==> config.mk <==
export PLATFORM = sky130hd
export DESIGN_NAME = spi_frame_engine
export DESIGN_NICKNAME = d
export VERILOG_FILES = /design/src/rtl/spi_frame_pkg.sv /design/src/rtl/sclk_divider.sv /design/src/rtl/frame_encoder.sv /design/src/rtl/reply_unpack.sv /design/src/rtl/spi_frame_engine.sv
export SDC_FILE = /design/constraint.sdc
export NUM_CORES = 1
export LEC_CHECK = 0
export BUFFER_PORTS_ARGS = -buffer_cell sky130_fd_sc_hd__buf_2
export CORE_UTILIZATION = 45
export CTS_CLUSTER_SIZE = 12
export DETAILED_ROUTE_END_ITERATION = 8
export SLEW_MARGIN = 20
export SYNTH_ARGS = -nofsm -noshare
export SYNTH_HDL_FRONTEND = slang
export SYNTH_HIERARCHICAL = 1
export SYNTH_SLANG_ARGS = --single-unit
==> constraint.sdc <==
create_clock -name clk -period 4 [get_ports clk]
set_clock_uncertainty 0.2 [all_clocks]
set_input_delay 0.4 -clock clk [delete_from_list [all_inputs] [get_ports clk]]
set_output_delay 0.4 -clock clk [all_outputs]
set_load 0.005 [all_outputs]
==> src/rtl/spi_frame_pkg.sv <==
package spi_frame_pkg;
  localparam int ADDR_W     = 6;
  localparam int BYTE_W     = 8;
  localparam int CMD_W      = 2 * BYTE_W;
  localparam int FRAME_BITS = 2 * CMD_W;
  localparam int SAMPLE_W   = 12;

  localparam logic [1:0] OPC_WRITE = 2'b00;
  localparam logic [1:0] OPC_READ  = 2'b01;

  localparam logic [BYTE_W-1:0] SAMPLE_HDR = 8'h60;
  localparam logic [BYTE_W-1:0] SAMPLE_CTL = 8'h0D;

  typedef enum logic [1:0] {
    ST_IDLE  = 2'd0,
    ST_SHIFT = 2'd1,
    ST_GAP   = 2'd2
  } eng_state_t;
endpackage

==> src/rtl/sclk_divider.sv <==
module sclk_divider #(
  parameter int DIV = 4
) (
  input  logic clk,
  input  logic rst,
  input  logic en,
  output logic tick
);
  localparam int CW = (DIV > 1) ? $clog2(DIV) : 1;

  logic [CW-1:0] cnt_q;
  logic          wrap;

  assign wrap = (cnt_q == CW'(DIV - 1));
  assign tick = en && wrap;

  always_ff @(posedge clk) begin
    if (rst || !en) begin
      cnt_q <= '0;
    end else if (wrap) begin
      cnt_q <= '0;
    end else begin
      cnt_q <= cnt_q + 1'b1;
    end
  end
endmodule

==> src/rtl/frame_encoder.sv <==
module frame_encoder
  import spi_frame_pkg::*;
(
  input  logic [1:0]        op,
  input  logic [ADDR_W-1:0] addr,
  input  logic [BYTE_W-1:0] data,
  output logic [CMD_W-1:0]  cmd
);
  logic [BYTE_W-2:0] hdr;

  always_comb begin
    hdr = {1'b0, addr};
    cmd = '0;
    if (op[1]) begin
      cmd = {SAMPLE_HDR, SAMPLE_CTL};
    end else if (op == OPC_WRITE) begin
      hdr = {1'b1, addr};
      cmd = {~^{hdr, data}, hdr, data};
    end else begin
      hdr = {1'b0, addr};
      cmd = {~^hdr, hdr, {BYTE_W{1'b0}}};
    end
  end
endmodule

==> src/rtl/reply_unpack.sv <==
module reply_unpack
  import spi_frame_pkg::*;
(
  input  logic                is_sample,
  input  logic [CMD_W-1:0]    rx,
  output logic [SAMPLE_W-1:0] value
);
  logic [BYTE_W-1:0] first_b;
  logic [BYTE_W-1:0] second_b;

  assign first_b  = rx[CMD_W-1:BYTE_W];
  assign second_b = rx[BYTE_W-1:0];

  always_comb begin
    if (is_sample) begin
      value = {first_b[1:0], second_b, first_b[7:6]};
    end else begin
      value = {{(SAMPLE_W-BYTE_W){1'b0}}, second_b};
    end
  end
endmodule

==> src/rtl/spi_frame_engine.sv <==
module spi_frame_engine
  import spi_frame_pkg::*;
#(
  parameter int CLK_DIV  = 4,
  parameter int GAP_SCLK = 2
) (
  input  logic                clk,
  input  logic                rst,
  input  logic                req_valid,
  input  logic [1:0]          req_op,
  input  logic [ADDR_W-1:0]   req_addr,
  input  logic [BYTE_W-1:0]   req_data,
  output logic                busy,
  output logic                done,
  output logic [SAMPLE_W-1:0] rsp,
  output logic                spi_cs_n,
  output logic                spi_sclk,
  output logic                spi_mosi,
  input  logic                spi_miso
);
  localparam int BIT_W     = $clog2(FRAME_BITS);
  localparam int GAP_TICKS = 2 * GAP_SCLK;
  localparam int GAP_W     = (GAP_TICKS > 1) ? $clog2(GAP_TICKS) : 1;

  eng_state_t               state_q;
  logic [FRAME_BITS-1:0]    tx_q;
  logic [CMD_W-1:0]         rx_q;
  logic [BIT_W-1:0]         bit_q;
  logic [GAP_W-1:0]         gap_q;
  logic                     sample_q;
  logic                     tick;
  logic [CMD_W-1:0]         cmd;
  logic [SAMPLE_W-1:0]      unpacked;

  sclk_divider #(.DIV(CLK_DIV)) u_div (
    .clk  (clk),
    .rst  (rst),
    .en   (state_q != ST_IDLE),
    .tick (tick)
  );

  frame_encoder u_enc (
    .op   (req_op),
    .addr (req_addr),
    .data (req_data),
    .cmd  (cmd)
  );

  reply_unpack u_unp (
    .is_sample (sample_q),
    .rx        (rx_q),
    .value     (unpacked)
  );

  assign spi_mosi = tx_q[FRAME_BITS-1];

  always_ff @(posedge clk) begin
    if (rst) begin
      state_q  <= ST_IDLE;
      tx_q     <= '0;
      rx_q     <= '0;
      bit_q    <= '0;
      gap_q    <= '0;
      sample_q <= 1'b0;
      spi_cs_n <= 1'b1;
      spi_sclk <= 1'b0;
      busy     <= 1'b0;
      done     <= 1'b0;
      rsp      <= '0;
    end else begin
      done <= 1'b0;
      case (state_q)
        ST_IDLE: begin
          if (req_valid) begin
            tx_q     <= {cmd, {CMD_W{1'b0}}};
            rx_q     <= '0;
            bit_q    <= '0;
            gap_q    <= '0;
            sample_q <= req_op[1];
            spi_cs_n <= 1'b0;
            busy     <= 1'b1;
            state_q  <= ST_SHIFT;
          end
        end
        ST_SHIFT: begin
          if (tick) begin
            if (!spi_sclk) begin
              spi_sclk <= 1'b1;
              rx_q     <= {rx_q[CMD_W-2:0], spi_miso};
            end else begin
              spi_sclk <= 1'b0;
              tx_q     <= {tx_q[FRAME_BITS-2:0], 1'b0};
              if (bit_q == BIT_W'(FRAME_BITS - 1)) begin
                spi_cs_n <= 1'b1;
                state_q  <= ST_GAP;
              end else begin
                bit_q <= bit_q + 1'b1;
              end
            end
          end
        end
        ST_GAP: begin
          if (tick) begin
            if (gap_q == GAP_W'(GAP_TICKS - 1)) begin
              rsp     <= unpacked;
              done    <= 1'b1;
              busy    <= 1'b0;
              state_q <= ST_IDLE;
            end else begin
              gap_q <= gap_q + 1'b1;
            end
          end
        end
        default: state_q <= ST_IDLE;
      endcase
    end
  end
endmodule

==> flow_summary.ini <==
[min_path]
hp-start = spi_miso
hold_path.class = input port to flip-flop

[timing]
tightestPinTransition_ns = 0.757
layout_worst_path_cycle_share_pct = 67.8
fmax_mhz = 369
setup_viol = 0
fin_setup_tns_ns = 0
final-hold-violation-count = 0
rsz0062_at_grt = no
fin_ws_ns = 1.29
drv_slew = 0
slew_headroom_pct = 49.5
post-route-min-period_ns = 2.71

[route]
drt_iter0_drc = 138
postRouteAntennaNets = 0
drc = 7
wl_per_cell_um = 14.7
dr.pass1.iters = 6
drt_wl_total_mm = 6.17
avgViaCountPerCell = 5.66
routed-via-count = 2379

[synth]
syn_nets = 340
synth_xor_area_share_pct = 3.49
syn_area_per_cell_sq_um = 9.53
synth_edf_count = 0
muxShareOfSynthArea_pct = 8.72
synthAdderAreaFrac_pct = 1.66
synth_top_flop_cell = dfxtp_1
synth.cell_area_sq_um = 3010
yosys_register_bits = 60
synth_cell_type_count = 53
yosysWarnings = 6
synth_compound_area_share_pct = 23.0
synthArstFlopShare_pct = 0
synth-simple-area-share_pct = 16.8
synth_top_family_by_area = compound AO/OA/AOI/OAI gates
seq_area_frac_synth_pct = 39.9
synth_cells = 316

[clock_network]
clk_pin_slew_ns = 0.07
cts_htree_levels = 3
clock_latency_ns = 0.34
cts_resized = 0
cts_tree = built
cts_setup_buffers = 0
cts_max_path_buffers = 2
cts_buffers = 9
cts-root-buf = clkbuf_8
cts.sinks = 60
ctsHoldBuffers = 0

[worst_setup_path]
path_cells = ha_1, and2_1, nand3b_1, a21oi_2, o32ai_1
reg2reg_from = u_div/cnt_q[0]
cp-start-kind = flip-flop
r2r_slack_ns = 1.29
r2r-end = rx_q[15]
critical_path_class = flip-flop to flip-flop
critPathCapture = rx_q[15]
cp_max_fo = 16
max_stage_delay_ns = 0.71
worst_ep_arrival_time_ns = 2.69
critical_path.slowest_cell = a21oi_2
required_ns = 3.98
crit_cells = 5
crit_buf_inv = 0
crit_family = simple AND/OR/NAND/NOR gates
crit_path_end_kind = flip-flop
reg2reg_depth = 5
cp-startpoint = u_div/cnt_q[0]

[power]
p_leak_nw = 1.25
internal-power_uw = 890
total_power_mw = 1.22
pwr-share-clk_pct = 39.5
comb_power_share_pct = 9.9
switching_share_pct = 26.9
p_sw_uw = 328
ir_drop_mv = 0.154
power_frac_seq_pct = 50.6
power_density_nw_per_um2 = 367

[floorplan]
core_sq_um = 6420
die_y_um = 83.8
dieArea_sq_um = 7020
start_util_pct = 46.9
die_width_um = 83.8
num_rows = 29
boundaryPins = 37

[job]
maxCapViolations = 0

[layout]
fillers = 624
nets = 362
area_growth_pct = 10.3
fin_util_pct = 51.7
instances_no_fill = 420
final_layout_size_suffix_gt1_share_pct = 23.9
n_antenna_cell = 0

[place]
dp.cells = 404
dpl.hpwl_mm = 3.95
place_ws_ns = 1.34
numPortBuffers = 36
gp_congestion = 0.766

[grt]
grtUsageTotal_pct = 19.0
grt_remaining_overflow = 0
grt_max_degree = 51
antenna_found_initial = 0
grt_pass1_vias = 2245
grt_pass1_wl_mm = 10.7

[status]
status = finished with violations
violations = DRC
state kept, by name (all words and copies together) (netlist names), 2 cells and up:
signal       flops
u_div/cnt_q      2
bit_q            5
state_q          2
rsp             12
rx_q            16
gap_q            2
tx_q            16
synthesized netlist by cell type (7+ instances only):
library cell  count  area (sq um)
a2111oi_0        14           123
o32ai_1          15           131
mux2i_1          15           150
xnor2_1          11          96.3
a21oi_1          17          85.1
a31o_1           11          96.3
buf_2             8          40.0
nor2b_1           7          43.8
nand2_1          43           161
clkbuf_1         11          41.3
inv_1             8          30.0
dfxtp_1          60          1200
cell type report:
cell class              count  area [sq um]  share of cell area (%)
multi-input cells         220          1620                    48.6
flip-flops and latches     60          1200                    36.1
repair buffers             39           203                    6.10
clock buffers               9           124                    3.73
well taps                  77          96.3                    2.90
clock inverters             7          52.6                    1.58
inverters                   8          30.0                   0.904
worst min-delay path by stage:
stage                           to  slack (ns)  cells past startpoint
floorplan           u_div/cnt_q[0]        0.22                      1
global placement    u_div/cnt_q[0]        0.23                      1
detailed placement  u_div/cnt_q[0]        0.23                      1
CTS                        rx_q[0]        0.16                      3
global route               rx_q[0]        0.18                      3
finish                     rx_q[0]        0.16                      3
layer usage:
metal / GRT usage [%] / wire (um) / share of wire, %
met5: 0 / 0 / 0
met4: 7.99 / 68 / 1.1
met3: 4.35 / 167 / 2.7
met2: 28.8 / 2670 / 43
met1: 25.9 / 3260 / 53
tightest hold or removal path: stages:
cell and delay, ns:
buf_2 0.08, a32oi_1 0.05, a21oi_1 0.13
stage by stage:
step | hold slack [ns] | area, sq um
3_3_place_gp | 0.229 | 3150
5_1_grt | 0.183 | 3320
6_report | 0.161 | 3320
4_1_cts | 0.155 | 3320
3_5_place_dp | 0.233 | 3150
2_1_floorplan | 0.219 | 3010
layout by cell type, fill, tap and decap left out, drive strengths merged, types with 3 or more instances in the layout:
cell type,netlist,layout
mux2i,15,15
nand3b,3,3
nand2b,3,3
mux2,8,8
o21ai,5,5
and2,10,10
o32ai,15,15
a21o,5,5
a31o,16,16
nand3,3,3
a21oi,18,18
nand4b,3,3
dfxtp,60,60
ha,4,4
nor2b,7,7
clkinv,0,5
nor2,5,5
nand4,3,3
xnor2,11,11
buf,17,39
a2111oi,15,15
nand2,43,43
inv,8,9
clkbuf,11,9
power groups by stage:
| stage | Clock, mW | Sequential, mW | Combinational [mW] |
|---|---|---|---|
| floorplan | 0 | 0.627 | 0.0970 |
| global placement | 0 | 0.630 | 0.121 |
| detailed placement | 0 | 0.630 | 0.121 |
| CTS | 0.498 | 0.616 | 0.121 |
| global route | 0.524 | 0.618 | 0.135 |
| finish | 0.481 | 0.616 | 0.121 |
kinds of logic (layout without fill, tap and decap cells):
family	after synthesis	in the layout
flip-flops	60	60
XOR/XNOR	12	12
multiplexers	23	23
buffers and inverters	36	63
AO/OA/AOI/OAI	89	89
AND/OR/NAND/NOR	92	92
adder cells (fa/ha/maj)	4	4
Note: power is estimated with default switching activity, not from simulation.
